===== src/rtl/xnor_lfsr.sv =====
module xnor_lfsr #(
  parameter int N = 5
) (
  input  logic         clk,
  input  logic         rst,
  input  logic         step_en,
  input  logic         load,
  input  logic [N-1:0] seed,
  input  logic [N-1:0] taps,
  output logic [N-1:0] state_o,
  output logic         serial_o,
  output logic         stuck_o
);
  localparam logic [N-1:0] LAST_TAP = {1'b1, {(N-1){1'b0}}};

  logic [N-1:0] st;
  logic [N-1:0] eff_taps;
  logic         fb;

  assign eff_taps = taps | LAST_TAP;
  assign fb       = ~^(st & eff_taps);

  always_ff @(posedge clk) begin
    if (rst)          st <= '0;
    else if (load)    st <= seed;
    else if (step_en) st <= {st[N-2:0], fb};
  end

  assign state_o  = st;
  assign serial_o = st[N-1];
  assign stuck_o  = (&st) & ~(^eff_taps);
endmodule


===== config.mk =====
export PLATFORM = sky130hd
export DESIGN_NAME = xnor_lfsr
export DESIGN_NICKNAME = d
export VERILOG_FILES = /design/src/rtl/xnor_lfsr.sv
export SDC_FILE = /design/constraint.sdc
export NUM_CORES = 1
export LEC_CHECK = 0
export BUFFER_PORTS_ARGS = -buffer_cell sky130_fd_sc_hd__buf_2
export CORE_AREA = 2 2 39 41
export DETAILED_ROUTE_END_ITERATION = 6
export DIE_AREA = 0 0 41 43
export GPL_ROUTABILITY_DRIVEN = 0
export MAX_ROUTING_LAYER = met4
export SYNTH_ARGS = -nofsm -noshare
export SYNTH_HDL_FRONTEND = slang
export SYNTH_SLANG_ARGS = --single-unit

===== constraint.sdc =====
create_clock -name clk -period 1 [get_ports clk]
set_input_delay 0.2 -clock clk [delete_from_list [all_inputs] [get_ports clk]]
set_output_delay 0.2 -clock clk [all_outputs]
set_load 0.005 [all_outputs]

==> flow_summary.toml <==
[global_routing]
gr-total-overflow = 0
grt_pass1_wl_microns = 1590
first_global_vias = 411
track_usage = 0.143
grt_max_degree = 7
antenna_found_initial = 0

[worst_setup_path]
cp-start-kind = "register"
path_max_fanout = 2
cp_top_family = "flip-flops"
crit_type = "register to primary output"
crit_required_ps = 800
crit_buf_inv = 2
end_kind = "primary output"
slowest_stage = "dfxtp_2"
worstPathArrival_ps = 980
slowest_delay_ps = 330
path_cells = "buf_6 -> nand2_2 -> nor3_2 -> buf_2"

[placed_design]
dp_hpwl_microns = 727
io_buffers = 19
dp_cells = 82

[timing]
fin_hold_ws_ps = 195
tns_ps = -992
fin_ws_ps = -184
hold_violations = 0
max_slew_margin = 0.875
drv_slew = 0
tightest_slew_ps = 186
fin_crit_ps = 1180
fin_crit_sh = 1.18
setup_violations = 11
fmax_ghz = 0.845
rsz0062_at_grt = "yes"
fin_skew_ps = 7.15

[logic_synthesis]
synth_commonest_cells = "8 x nor2_1, 5 x a21oi_1, 5 x dfxtp_1, 5 x nand2_1, 4 x mux2i_1"
synth-async-reset-ratio = 0
synth_seq_area_share = 0.276
synth_nets = 57
synth_top_area_share = 0.276
synth.distinct_cells = 16
synth_area_leaders = "dfxtp_1 28%, mux2i_1 11%, nor2_1 8.3%"
synth_top_area_cell = "dfxtp_1"
synth.most_common_cell = "nor2_1"
synth_area_per_cell_sq_um = 8.44
synth_cells = 43
yosys_warnings = 0
ys.flop_type = "dfxtp_1"
syn_area_sq_um = 363
ys_seq_elements = 5
synth_edf_count = 0

[run]
maxCapViolCount = 0

[power_and_ir_drop]
p_sw_w = 0.000194
p_comb_frac = 0.343
clkPwrFrac = 0.341
p_per_area_nw_per_um2 = 1040
pwr-share-seq = 0.316
internal_power_w = 0.000521
ir_drop_mv = 0.605
power.static_leakage_nw = 0.327
swShare = 0.272

[finish]
area_delta_synth_final_pct = 90.3
antenna-diode-count = 0
fin_util = 0.499
final_cells = 94
nets = 93
drive_above_1_share = 0.641
largest_register_ffs = 5

[drt]
wire_per_inst_microns = 11.1
final_antenna_net_count = 0
drt_iter0_drc = 5
drc = 0
drt-pass1-iter-count = 2
routed_wl_microns = 1040
via_per_inst = 4.39
vias = 413

[outcome]
violations = "negative setup slack"
status = "finished with violations"

[die]
dieArea_sq_um = 1760
core-area_sq_um = 1380
die_w_microns = 41
ios = 21
start_util = 0.262
fp-row-count = 14
die_height_microns = 43

[cts]
cts_buffer_depth = 2
cts-root-buf = "clkbuf_4"
cts.sinks = 5
clkTransAtPathRegs_ps = 50
cts-htree-levels = 1
cts_buffers = 3
ctsHoldBuffers = 0
cts_tree = "yes"
clock_latency_ps = 250

[worst_hold_path]
hold_class = "input port to register"
[metal layers]
metal  global-route usage  vias up  part of all wire
met2                0.231       16              0.56
met3               0.0942        0             0.085
met4               0.0400        0                 0
met1                0.133      181              0.36
li1                     -      216                 -
met5                    -        -                 0
[metrics by stage]
step,setup slack (ps),cell area [sq um],total power [W]
floorplan,-47.3,365,0.000319
global placement,-68.2,513,0.000392
detailed placement,-81.0,513,0.000395
CTS,-181,667,0.000716
global route,-255,691,0.000759
finish,-184,691,0.000715
[path summary, 6_finish.rpt]
path / startpoint / to / slack, ps / cells past startpoint
worst max register to register: state_o[0] / state_o[0] / -180 / 5
worst min register to register: state_o[2] / state_o[3] / 730 / 5
worst max-delay path: state_o[0] / stuck_o / -180 / 4
worst min-delay path: seed[3] / state_o[3] / 190 / 3
[power by group through the flow]
stage	clock (W)	sequential [W]	combinational, W
3_3_place_gp	0	0.000228	0.000163
4_1_cts	0.000257	0.000225	0.000234
6_report	0.000244	0.000226	0.000245
3_5_place_dp	0	0.000229	0.000166
5_1_grt	0.000267	0.000227	0.000265
2_1_floorplan	0	0.000233	0.0000851
[kinds of logic (layout without fill, tap and decap cells)]
logic type             count (synthesis)  after routing  synth area share
AO/OA/AOI/OAI                          8              8             0.159
XOR/XNOR                               4              4             0.134
buffers and inverters                  3             38            0.0551
flip-flops                             5              5             0.276
multiplexers                           4              4             0.110
AND/OR/NAND/NOR                       19             19             0.266
[cell usage in the layout, fill, tap and decap left out, drive strengths merged]
master and instances:
a21bo 1, a21boi 1, a21oi 5, buf 34, clkbuf 4, dfxtp 5
mux2i 4, nand2 5, nand3 2, nand3b 1, nor2 8, nor3 1
nor3b 2, o221ai 1, xnor2 3, xnor3 1
[worst register-to-register path, stage by stage (launching register included)]
cell and delay (ps):
dfxtp_2 320, buf_4 130, nand2_2 40, xnor3_1 410, nand2_1 90, o221ai_2 70
[final cells by class]
cell class	instances	area, sq um
sequential	5	106
multi-input combinational	35	255
fill	133	693
tap	16	20.0
timing repair buffer	34	283
clock buffer	4	26.3
[timing repair]
action	CTS	global route
pin swaps	3	5
setup endpoints to repair	7	12
buffers inserted	8	2
gates resized for setup	19	5
(Power assumes the default switching activity.)
